File: src/rtl/lpi_scan_pkg.sv
package lpi_scan_pkg;
    localparam int PRIO_W = 8;
    localparam int GRP_W  = 2;
    localparam int CFG_W  = PRIO_W + 1;
    localparam logic [GRP_W-1:0] GRP_NS1 = 2'b10;

    typedef enum logic [1:0] {
        ST_IDLE,
        ST_SCAN,
        ST_DRAIN
    } scan_st_e;
endpackage

File: src/rtl/lpi_scan_range.sv
module lpi_scan_range #(
    parameter int ID_W   = 16,
    parameter int IDB_W  = 5,
    parameter int LOW_ID = 8192
) (
    input  logic [IDB_W-1:0] id_bits,
    output logic [ID_W:0]    limit,
    output logic             empty
);
    localparam logic [ID_W:0] LOW_EXT = (ID_W+1)'(LOW_ID);

    logic [IDB_W:0] shamt;

    always_comb begin
        shamt = {1'b0, id_bits} + 1'b1;
        if (int'(shamt) >= ID_W) begin
            // saturate at the full ID space
            limit = {1'b1, {ID_W{1'b0}}};
        end else begin
            limit = (ID_W+1)'(1) << shamt;
        end
        empty = (limit <= LOW_EXT);
    end
endmodule

File: src/rtl/lpi_scan_issue.sv
module lpi_scan_issue
    import lpi_scan_pkg::*;
#(
    parameter int ID_W   = 16,
    parameter int LOW_ID = 8192
) (
    input  logic              clk,
    input  logic              rst_n,
    input  logic              go,
    input  logic [ID_W:0]     limit,
    output logic              busy,
    output logic              pend_rd_en,
    output logic [ID_W-4:0]   pend_addr,
    output logic              cfg_rd_en,
    output logic [ID_W-1:0]   cfg_addr,
    output logic              ev_vld,
    output logic [ID_W-1:0]   ev_id,
    output logic              ev_fresh,
    output logic              ev_last
);
    localparam logic [ID_W-1:0] LOW_V = ID_W'(LOW_ID);

    typedef struct packed {
        scan_st_e        st;
        logic [ID_W-1:0] nid;
        logic [ID_W:0]   lim;
        logic            first;
        logic            ev_vld;
        logic [ID_W-1:0] ev_id;
        logic            ev_fresh;
        logic            ev_last;
    } iss_t;

    iss_t d, q;

    always_comb begin
        d            = q;
        d.ev_vld     = 1'b0;
        d.ev_fresh   = 1'b0;
        d.ev_last    = 1'b0;
        pend_rd_en   = 1'b0;
        pend_addr    = q.nid[ID_W-1:3];
        cfg_rd_en    = 1'b0;
        cfg_addr     = q.nid - LOW_V;
        unique case (q.st)
            ST_IDLE: begin
                if (go) begin
                    d.st    = ST_SCAN;
                    d.nid   = LOW_V;
                    d.lim   = limit;
                    d.first = 1'b1;
                end
            end
            ST_SCAN: begin
                cfg_rd_en  = 1'b1;
                // one byte fetch covers eight consecutive IDs
                pend_rd_en = q.first || (q.nid[2:0] == 3'd0);
                d.ev_vld   = 1'b1;
                d.ev_id    = q.nid;
                d.ev_fresh = pend_rd_en;
                d.first    = 1'b0;
                if (({1'b0, q.nid} + (ID_W+1)'(1)) == q.lim) begin
                    d.st      = ST_DRAIN;
                    d.ev_last = 1'b1;
                end else begin
                    d.nid = q.nid + 1'b1;
                end
            end
            ST_DRAIN: d.st = ST_IDLE;
            default:  d.st = ST_IDLE;
        endcase
    end

    always_ff @(posedge clk) begin
        if (!rst_n) begin
            q <= '0;
        end else begin
            q <= d;
        end
    end

    assign busy     = (q.st != ST_IDLE);
    assign ev_vld   = q.ev_vld;
    assign ev_id    = q.ev_id;
    assign ev_fresh = q.ev_fresh;
    assign ev_last  = q.ev_last;
endmodule

File: src/rtl/lpi_scan_pick.sv
module lpi_scan_pick
    import lpi_scan_pkg::*;
#(
    parameter int ID_W = 16
) (
    input  logic [ID_W-1:0]   ev_id,
    input  logic [7:0]        pend_byte,
    input  logic [CFG_W-1:0]  cfg_word,
    input  logic              grp_en,
    input  logic [ID_W-1:0]   best_id,
    input  logic [PRIO_W-1:0] best_prio,
    output logic              take
);
    logic              pend_bit;
    logic              ena;
    logic [PRIO_W-1:0] prio;
    logic              qual;
    logic              wins;

    always_comb begin
        pend_bit = pend_byte[ev_id[2:0]];
        ena      = cfg_word[CFG_W-1];
        prio     = cfg_word[PRIO_W-1:0];
        qual     = pend_bit && ena && grp_en;
        wins     = (prio < best_prio) ||
                   ((prio == best_prio) && (ev_id < best_id));
        take     = qual && wins;
    end
endmodule

File: src/rtl/lpi_scan.sv
module lpi_scan
    import lpi_scan_pkg::*;
#(
    parameter int ID_W   = 16,
    parameter int IDB_W  = 5,
    parameter int LOW_ID = 8192
) (
    input  logic              clk,
    input  logic              rst_n,
    input  logic              start,
    input  logic              lpi_en,
    input  logic              g1ns_en,
    input  logic [IDB_W-1:0]  id_bits,
    input  logic [ID_W-1:0]   cur_id,
    input  logic [7:0]        cur_prio,
    input  logic [1:0]        cur_grp,
    output logic              pend_rd_en,
    output logic [ID_W-4:0]   pend_addr,
    input  logic [7:0]        pend_rdata,
    output logic              cfg_rd_en,
    output logic [ID_W-1:0]   cfg_addr,
    input  logic [8:0]        cfg_rdata,
    output logic              busy,
    output logic              done,
    output logic [ID_W-1:0]   best_id,
    output logic [7:0]        best_prio,
    output logic [1:0]        best_grp,
    output logic              replaced
);
    typedef struct packed {
        logic [ID_W-1:0]   bid;
        logic [PRIO_W-1:0] bprio;
        logic [GRP_W-1:0]  bgrp;
        logic              rep;
        logic              done;
        logic [7:0]        pbuf;
        logic              g1;
    } top_t;

    top_t d, q;

    logic [ID_W:0]   limit;
    logic            empty;
    logic            start_ok;
    logic            go;
    logic            ev_vld;
    logic [ID_W-1:0] ev_id;
    logic            ev_fresh;
    logic            ev_last;
    logic [7:0]      pend_byte;
    logic            take;

    lpi_scan_range #(.ID_W(ID_W), .IDB_W(IDB_W), .LOW_ID(LOW_ID)) u_range (
        .id_bits (id_bits),
        .limit   (limit),
        .empty   (empty)
    );

    assign start_ok = start && !busy;
    assign go       = start_ok && lpi_en && !empty;

    lpi_scan_issue #(.ID_W(ID_W), .LOW_ID(LOW_ID)) u_issue (
        .clk        (clk),
        .rst_n      (rst_n),
        .go         (go),
        .limit      (limit),
        .busy       (busy),
        .pend_rd_en (pend_rd_en),
        .pend_addr  (pend_addr),
        .cfg_rd_en  (cfg_rd_en),
        .cfg_addr   (cfg_addr),
        .ev_vld     (ev_vld),
        .ev_id      (ev_id),
        .ev_fresh   (ev_fresh),
        .ev_last    (ev_last)
    );

    assign pend_byte = ev_fresh ? pend_rdata : q.pbuf;

    lpi_scan_pick #(.ID_W(ID_W)) u_pick (
        .ev_id     (ev_id),
        .pend_byte (pend_byte),
        .cfg_word  (cfg_rdata),
        .grp_en    (q.g1),
        .best_id   (q.bid),
        .best_prio (q.bprio),
        .take      (take)
    );

    always_comb begin
        d      = q;
        d.done = 1'b0;
        if (start_ok) begin
            d.bid   = cur_id;
            d.bprio = cur_prio;
            d.bgrp  = cur_grp;
            d.rep   = 1'b0;
            d.g1    = g1ns_en;
            if (!go) begin
                d.done = 1'b1;
            end
        end
        if (ev_vld) begin
            d.pbuf = pend_byte;
            if (take) begin
                d.bid   = ev_id;
                d.bprio = cfg_rdata[PRIO_W-1:0];
                d.bgrp  = GRP_NS1;
                d.rep   = 1'b1;
            end
            if (ev_last) begin
                d.done = 1'b1;
            end
        end
    end

    always_ff @(posedge clk) begin
        if (!rst_n) begin
            q       <= '0;
            q.bprio <= '1;
        end else begin
            q <= d;
        end
    end

    assign done      = q.done;
    assign best_id   = q.bid;
    assign best_prio = q.bprio;
    assign best_grp  = q.bgrp;
    assign replaced  = q.rep;
endmodule

File: config.mk
export PLATFORM = sky130hd
export DESIGN_NAME = lpi_scan
export DESIGN_NICKNAME = d
export VERILOG_FILES = /design/src/rtl/lpi_scan_pkg.sv /design/src/rtl/lpi_scan_range.sv /design/src/rtl/lpi_scan_issue.sv /design/src/rtl/lpi_scan_pick.sv /design/src/rtl/lpi_scan.sv
export SDC_FILE = /design/constraint.sdc
export NUM_CORES = 1
export LEC_CHECK = 0
export CAP_MARGIN = 20
export CORE_MARGIN = 10
export CORE_UTILIZATION = 44
export CTS_CLUSTER_DIAMETER = 80
export CTS_CLUSTER_SIZE = 8
export DETAILED_ROUTE_END_ITERATION = 6
export DONT_BUFFER_PORTS = 1
export MAX_ROUTING_LAYER = met4
export PLACE_DENSITY = 0.58
export SLEW_MARGIN = 5
export SYNTH_ARGS = -nofsm -noshare
export SYNTH_HDL_FRONTEND = slang
export SYNTH_SLANG_ARGS = --single-unit
File: constraint.sdc
create_clock -name clk -period 3.55 [get_ports clk]
set_input_delay 0.71 -clock clk [delete_from_list [all_inputs] [get_ports clk]]
set_output_delay 0.71 -clock clk [all_outputs]
set_load 0.02 [all_outputs]
[After elaboration in Yosys (flattened, before gate mapping)]
Cells that the tools add are included.
Word-level totals
  bits of input ports: 53
  logic and storage cells: 70
  flip-flop bits (word level): 92
Operators by class
  $add $sub $neg: 4
  order comparisons: 5
  equality and inequality tests: 6
  multiplexer cells: 19
  shift-type cells: 1
  reduce and logical (&&, ||, !) cells: 20
Operator list (count)
  36-bit 2-to-1 mux: 2
  16-bit case mux with 2 select lines: 1
  28-bit 2-to-1 mux: 1
  27-bit 2-to-1 mux: 1
  19-bit 2-to-1 mux: 1
  16-bit by 1-bit adder with 17-bit output, second input constant: 1
  17-bit == test: 1
  17-bit by 14-bit less-or-equal comparator with 1-bit output, second input constant: 1
  17-bit 2-to-1 mux: 1
  1-bit by 6-bit << shifter with 17-bit output, first input constant: 1
  16-bit by 1-bit adder with 16-bit output, second input constant: 1
  16-bit < comparator: 1
  16-bit 2-to-1 mux: 1
  16-bit by 14-bit subtractor with 16-bit output, second input constant: 1
  8-bit == test: 1
  8-bit < comparator: 1
  8-bit 2-to-1 mux: 1
  2-bit AND reduction: 4
  1-bit logical AND: 7
  5-bit by 1-bit adder with 6-bit output, second input constant: 1
  6-bit by 5-bit >= comparator with 1-bit output, second input constant: 1
  1-bit 2-to-1 mux: 6
  3-bit by 4-bit < comparator with 1-bit output, second input constant: 1
  2-bit != test, second input constant: 2
  12 further kinds: 15

[Depth between registers and ports, before layout]
  depth in word-level cells: 10
  mapped depth: 12

[By module]
Synthesis repeated with hierarchy kept, for this count alone.
Second synthesis, totals
  cell total of the unflattened synthesis: 718
  area, all modules: 5941.9 µm²
By module, submodules not included
  lpi_scan_issue: times used 1, cells each 405, seq. area each 1101.1 µm², area an instance 3098.0 µm²
  lpi_scan: times used 1, cells each 189, seq. area each 740.7 µm², area an instance 1943.1 µm²
  lpi_scan_pick: times used 1, cells each 84, seq. area each 0.0 µm², area an instance 640.6 µm²
  lpi_scan_range: times used 1, cells each 40, seq. area each 0.0 µm², area an instance 260.2 µm²

[Worst setup path before layout]
No wires, ideal clock.
  kind: input to register
  from: input port id_bits[1]
  to: register u_issue.q (netlist bit u_issue.pend_addr[1])
  required time: 3.492 ns
  buffers on the path: 0
  path slack: 0.802 ns
  data arrival time: 2.690 ns
  stages on the path: 9
  library setup time: 0.058 ns
  path through: and2_1 ha_1 nand2b_1 a2111oi_0 nor2_1 a21boi_0 nand2_1 a2111oi_0 a21o_1
On the way
  word-level cells in the longest chain between the ends: 8
  elaborated cells between the ends (all ways): 9
  classes of those cells: add/sub: 1; order compare: 2; eq/ne: 1; shift: 1; mux: 1; reduce/logical: 3
RTL lines
  from (decl): line lpi_scan.sv:13  | input logic [IDB_W-1:0] id_bits,
  5-bit by 1-bit adder with 6-bit output *: line lpi_scan_range.sv:15  | shamt = {1'b0, id_bits} + 1'b1;
  6-bit by 5-bit >= comparator with 1-bit output / 1-bit by 6-bit << shifter with 17-bit output (equally long branches): line lpi_scan_range.sv:16, lpi_scan_range.sv:20
  17-bit 2-to-1 mux *: line lpi_scan_range.sv:16  | if (int'(shamt) >= ID_W) begin
  17-bit by 14-bit less-or-equal comparator with 1-bit output *: line lpi_scan_range.sv:22  | empty = (limit <= LOW_EXT);
  1-bit logical NOT *: line lpi_scan.sv:60  | assign go = start_ok && lpi_en && !empty;
  1-bit logical AND *: line lpi_scan.sv:60
  2-bit != test (no line) *
  3-bit AND reduction (no line) *
  to (signal assigned): line lpi_scan_issue.sv:76  | q <= '0;
  to (signal assigned): line lpi_scan_issue.sv:78  | q <= d;
  to (decl): line lpi_scan_issue.sv:34  | iss_t d, q;
Mark *: on every way between the ends. The rest lies on a longest branch, timed or not.
A chain may end at the register's enable or synchronous reset.

[Worst setup path in the final report]
  from: register u_issue.q[37] (netlist bit)
  to: register u_issue.q (netlist bit u_issue.pend_addr[6])
On the way
  word-level cells in the longest chain between the ends: 4
  elaborated cells between the ends (all ways): 7
  classes of those cells: add/sub: 2; eq/ne: 2; mux: 2; reduce/logical: 1
RTL lines
  16-bit by 1-bit adder with 17-bit output: line lpi_scan_issue.sv:62  | if (({1'b0, q.nid} + (ID_W+1)'(1)) == q.lim) begin
  17-bit == test: line lpi_scan_issue.sv:62
  2-bit != test (no line)
  3-bit AND reduction (no line)
Several ways; a longest one is shown, not always the timed one. The select of a mux whose other input is x is not followed.

==> flow_metrics.py <==
metrics = {
    "critical_path": {
        "rrSetupSlack_ns": 0.39,
        "crit_top_cell": "buf_4",
        "cp_slowest_stage_delay_ns": 0.53,
        "critical_path_required_ns": 3.76,
        "rr_worst_depth": 10,
        "path_class": "reg2reg",
        "cp_cell_sequence": "buf_4 > nand3_2 > buf_4 > or3_1 > a221oi_1 > o22ai_1 > a2111oi_4 > a21o_1 > buf_4 > o41ai_1",
        "cp.arrival_ns": 3.37,
        "critPathCapture": "u_issue.pend_addr[6]",
        "critPathLaunch": "u_issue.q[37]",
        "worst_setup_path_start_kind": "register",
        "crit_fanout": 13,
        "r2r-start": "u_issue.q[37]",
        "worstReg2RegEnd": "u_issue.pend_addr[6]",
        "end_kind": "register",
        "crit_slowest_cell": "a21o_1",
    },
    "clocking": {
        "root_buffer": "clkbuf_16",
        "cts.sinks": 92,
        "cts_resized": 0,
        "clk_latency_ns": 0.35,
        "cts_tree": "yes",
        "post_cts_buffers": 0,
        "htreeDepth": 3,
        "cts_hold_buf": 0,
        "cts_buffers": 9,
        "clk_pin_slew_ns": 0.07,
        "cts_max_path_buffers": 2,
    },
    "detailed_routing": {
        "vias_per_cell": 5.71,
        "drt_iter0_drc": 307,
        "routedWlPerCell_um": 19.2,
        "first_pass_iters": 4,
        "wl_um": 15500,
        "ant_nets": 0,
        "drc_errors": 0,
        "via_count": 4623,
    },
    "pwr": {
        "ir_worst_vdd_mv": 0.203,
        "seqPwrFrac": 0.445,
        "p_int_mw": 1.86,
        "leakage_nw": 2.25,
        "clockPowerShare": 0.452,
        "switching_power_mw": 0.633,
        "power.share.combinational": 0.103,
        "switching_share": 0.254,
        "powerDensity_nw_per_um2": 428,
    },
    "synthesis": {
        "synth-seq-cells": 92,
        "synth_area_leaders": "dfxtp_1, buf_4, ha_1",
        "synthCells": 686,
        "synth_most_common_cell": "dfxtp_1",
        "synth_common_cells": "dfxtp_1, a21oi_1, nand2_1",
        "syn_area_per_cell_um2": 8.16,
        "synth_enable_flop_cells": 0,
        "mappedNetlistArea_um2": 5600,
        "synth_top_area_share": 0.329,
        "synth_top_cell_by_area": "dfxtp_1",
        "synthArstFlopShare": 0,
        "yosysSeqAreaShare": 0.329,
        "yosys.cell_types.count": 73,
        "synth_nets": 768,
        "synth_ff_type": "dfxtp_1",
        "yosys_warnings": 0,
    },
    "grt": {
        "grt_max_degree": 76,
        "grt_pass1_vias": 4549,
        "grt.overflow.total": 0,
        "antenna_found_initial": 0,
        "grt_usage": 0.181,
        "grt_pass1_wl_um": 25300,
    },
    "status": {
        "status": "complete, no violations",
    },
    "timing": {
        "post-route-period-util": 0.889,
        "max_slew.worst_pin.slew_ns": 0.843,
        "setup_viol_count_final": 0,
        "rsz0062_at_grt": "no",
        "fmax_mhz": 317,
        "hold_ws_ns": 0.453,
        "hold_viol": 0,
        "period_needed_ns": 3.16,
        "maxSlewHeadroom": 0.438,
        "tns_ns": 0,
        "finClkSkew_ns": 0.00780,
        "drv_slew": 0,
    },
    "finish": {
        "fillers": 1294,
        "syn_to_final_growth_pct": 4.11,
        "register_area_um2": 1840,
        "multi_input_area_um2": 3010,
        "nets": 715,
        "drive_above_1_share": 0.121,
        "utilization": 0.466,
        "diodes": 0,
    },
    "floorplan": {
        "die_y_um": 133,
        "die_area_um2": 17600,
        "fp-row-count": 41,
        "io_pins": 113,
        "dieWidth_um": 133,
        "placeableCoreArea_um2": 12500,
        "start_util": 0.447,
    },
    "place": {
        "hpwl_um": 11800,
        "gp_congestion": 0.920,
        "port_buffers": 0,
    },
    "hold_path": {
        "min_path_type": "reg2reg",
        "hold-path-cell-count": 2,
    },
    "flow_run": {
        "maxCapViolCount": 0,
    },
}
## placed cells by master (no fill, tap or decap), types with 10 or more instances in the layout
cell	n
a21o_1	13
nand3_1	21
inv_1	38
nand2_1	68
o21ai_0	11
xnor2_1	10
a21oi_1	69
a211oi_1	17
nor2_1	49
and2_1	13
dfxtp_1	92
buf_4	35
ha_1	29
nor3_1	21
nor4_1	10
## routing by layer
layer  vias up  GRT usage  wire, µm
met5         -          -         0
met4         0     0.0599       242
met3        21     0.0458       971
met2       123      0.293      7560
met1      2209      0.216      6770
li1       2270          -         -
## power groups by stage
stage               logic, mW  clock network [mW]  registers, mW
floorplan               0.261                   0           1.10
CTS                     0.259                1.15           1.11
finish                  0.257                1.13           1.11
detailed placement      0.257                   0           1.13
global route            0.289                1.18           1.11
global placement        0.251                   0           1.13
## layout make-up
cell class              count  share of cell area
inverters                  39              0.0251
flip-flops and latches     92               0.316
repair buffers             35              0.0451
clock inverters             6              0.0191
well taps                 172              0.0369
multi-input cells         456               0.517
clock buffers              10              0.0410
## worst max-delay path, delay by kind of cell, from the launching register on
kind                   cells  cell delay, ns
AOI/OAI and AO/OA          5            1.59
buffers and inverters      3            0.64
and+or+nand+nor            2            0.43
DFF                        1            0.34
## stage by stage
| step | power (mW) | area, µm² | worst slack (ns) | cells |
|---|---|---|---|---|
| floorplan | 1.36 | 5600 | 0.802 | 686 |
| global placement | 1.39 | 5470 | 0.375 | 793 |
| detailed placement | 1.39 | 5480 | 0.357 | 794 |
| CTS | 2.52 | 5830 | 0.413 | 810 |
| global route | 2.58 | 5830 | 0.192 | 810 |
| finish | 2.49 | 5830 | 0.393 | 810 |
## worst min path at each step
stage,from,endpoint
after floorplan,q[8],q[8]
after global placement,q[8],q[8]
after detailed placement,q[8],q[8]
after CTS,q[8],q[8]
after global routing,rst_n,best_prio[4]
final,q[8],q[8]
## flip-flops by register name (all words and copies together), names as in the netlist
name / cells
u_issue.ev_id: 16
u_issue.ev_last: 1
u_issue.q: 23
done: 1
best_id: 16
u_issue.pend_addr: 13
best_prio: 8
best_grp: 2
u_issue.ev_fresh: 1
replaced: 1
q: 9
u_issue.ev_vld: 1
## cell families (layout without fill, tap and decap cells)
group	after synthesis	in the layout	synth area share
and+or+nand+nor	228	228	0.214
AOI/OAI and AO/OA	174	174	0.206
buffers and inverters	138	90	0.134
DFF	92	92	0.329
adders and majority gates	29	29	0.0648
xor gates and xnor gates	18	18	0.0282
muxes	7	7	0.0239
Note: power is estimated with default switching activity, not from simulation.
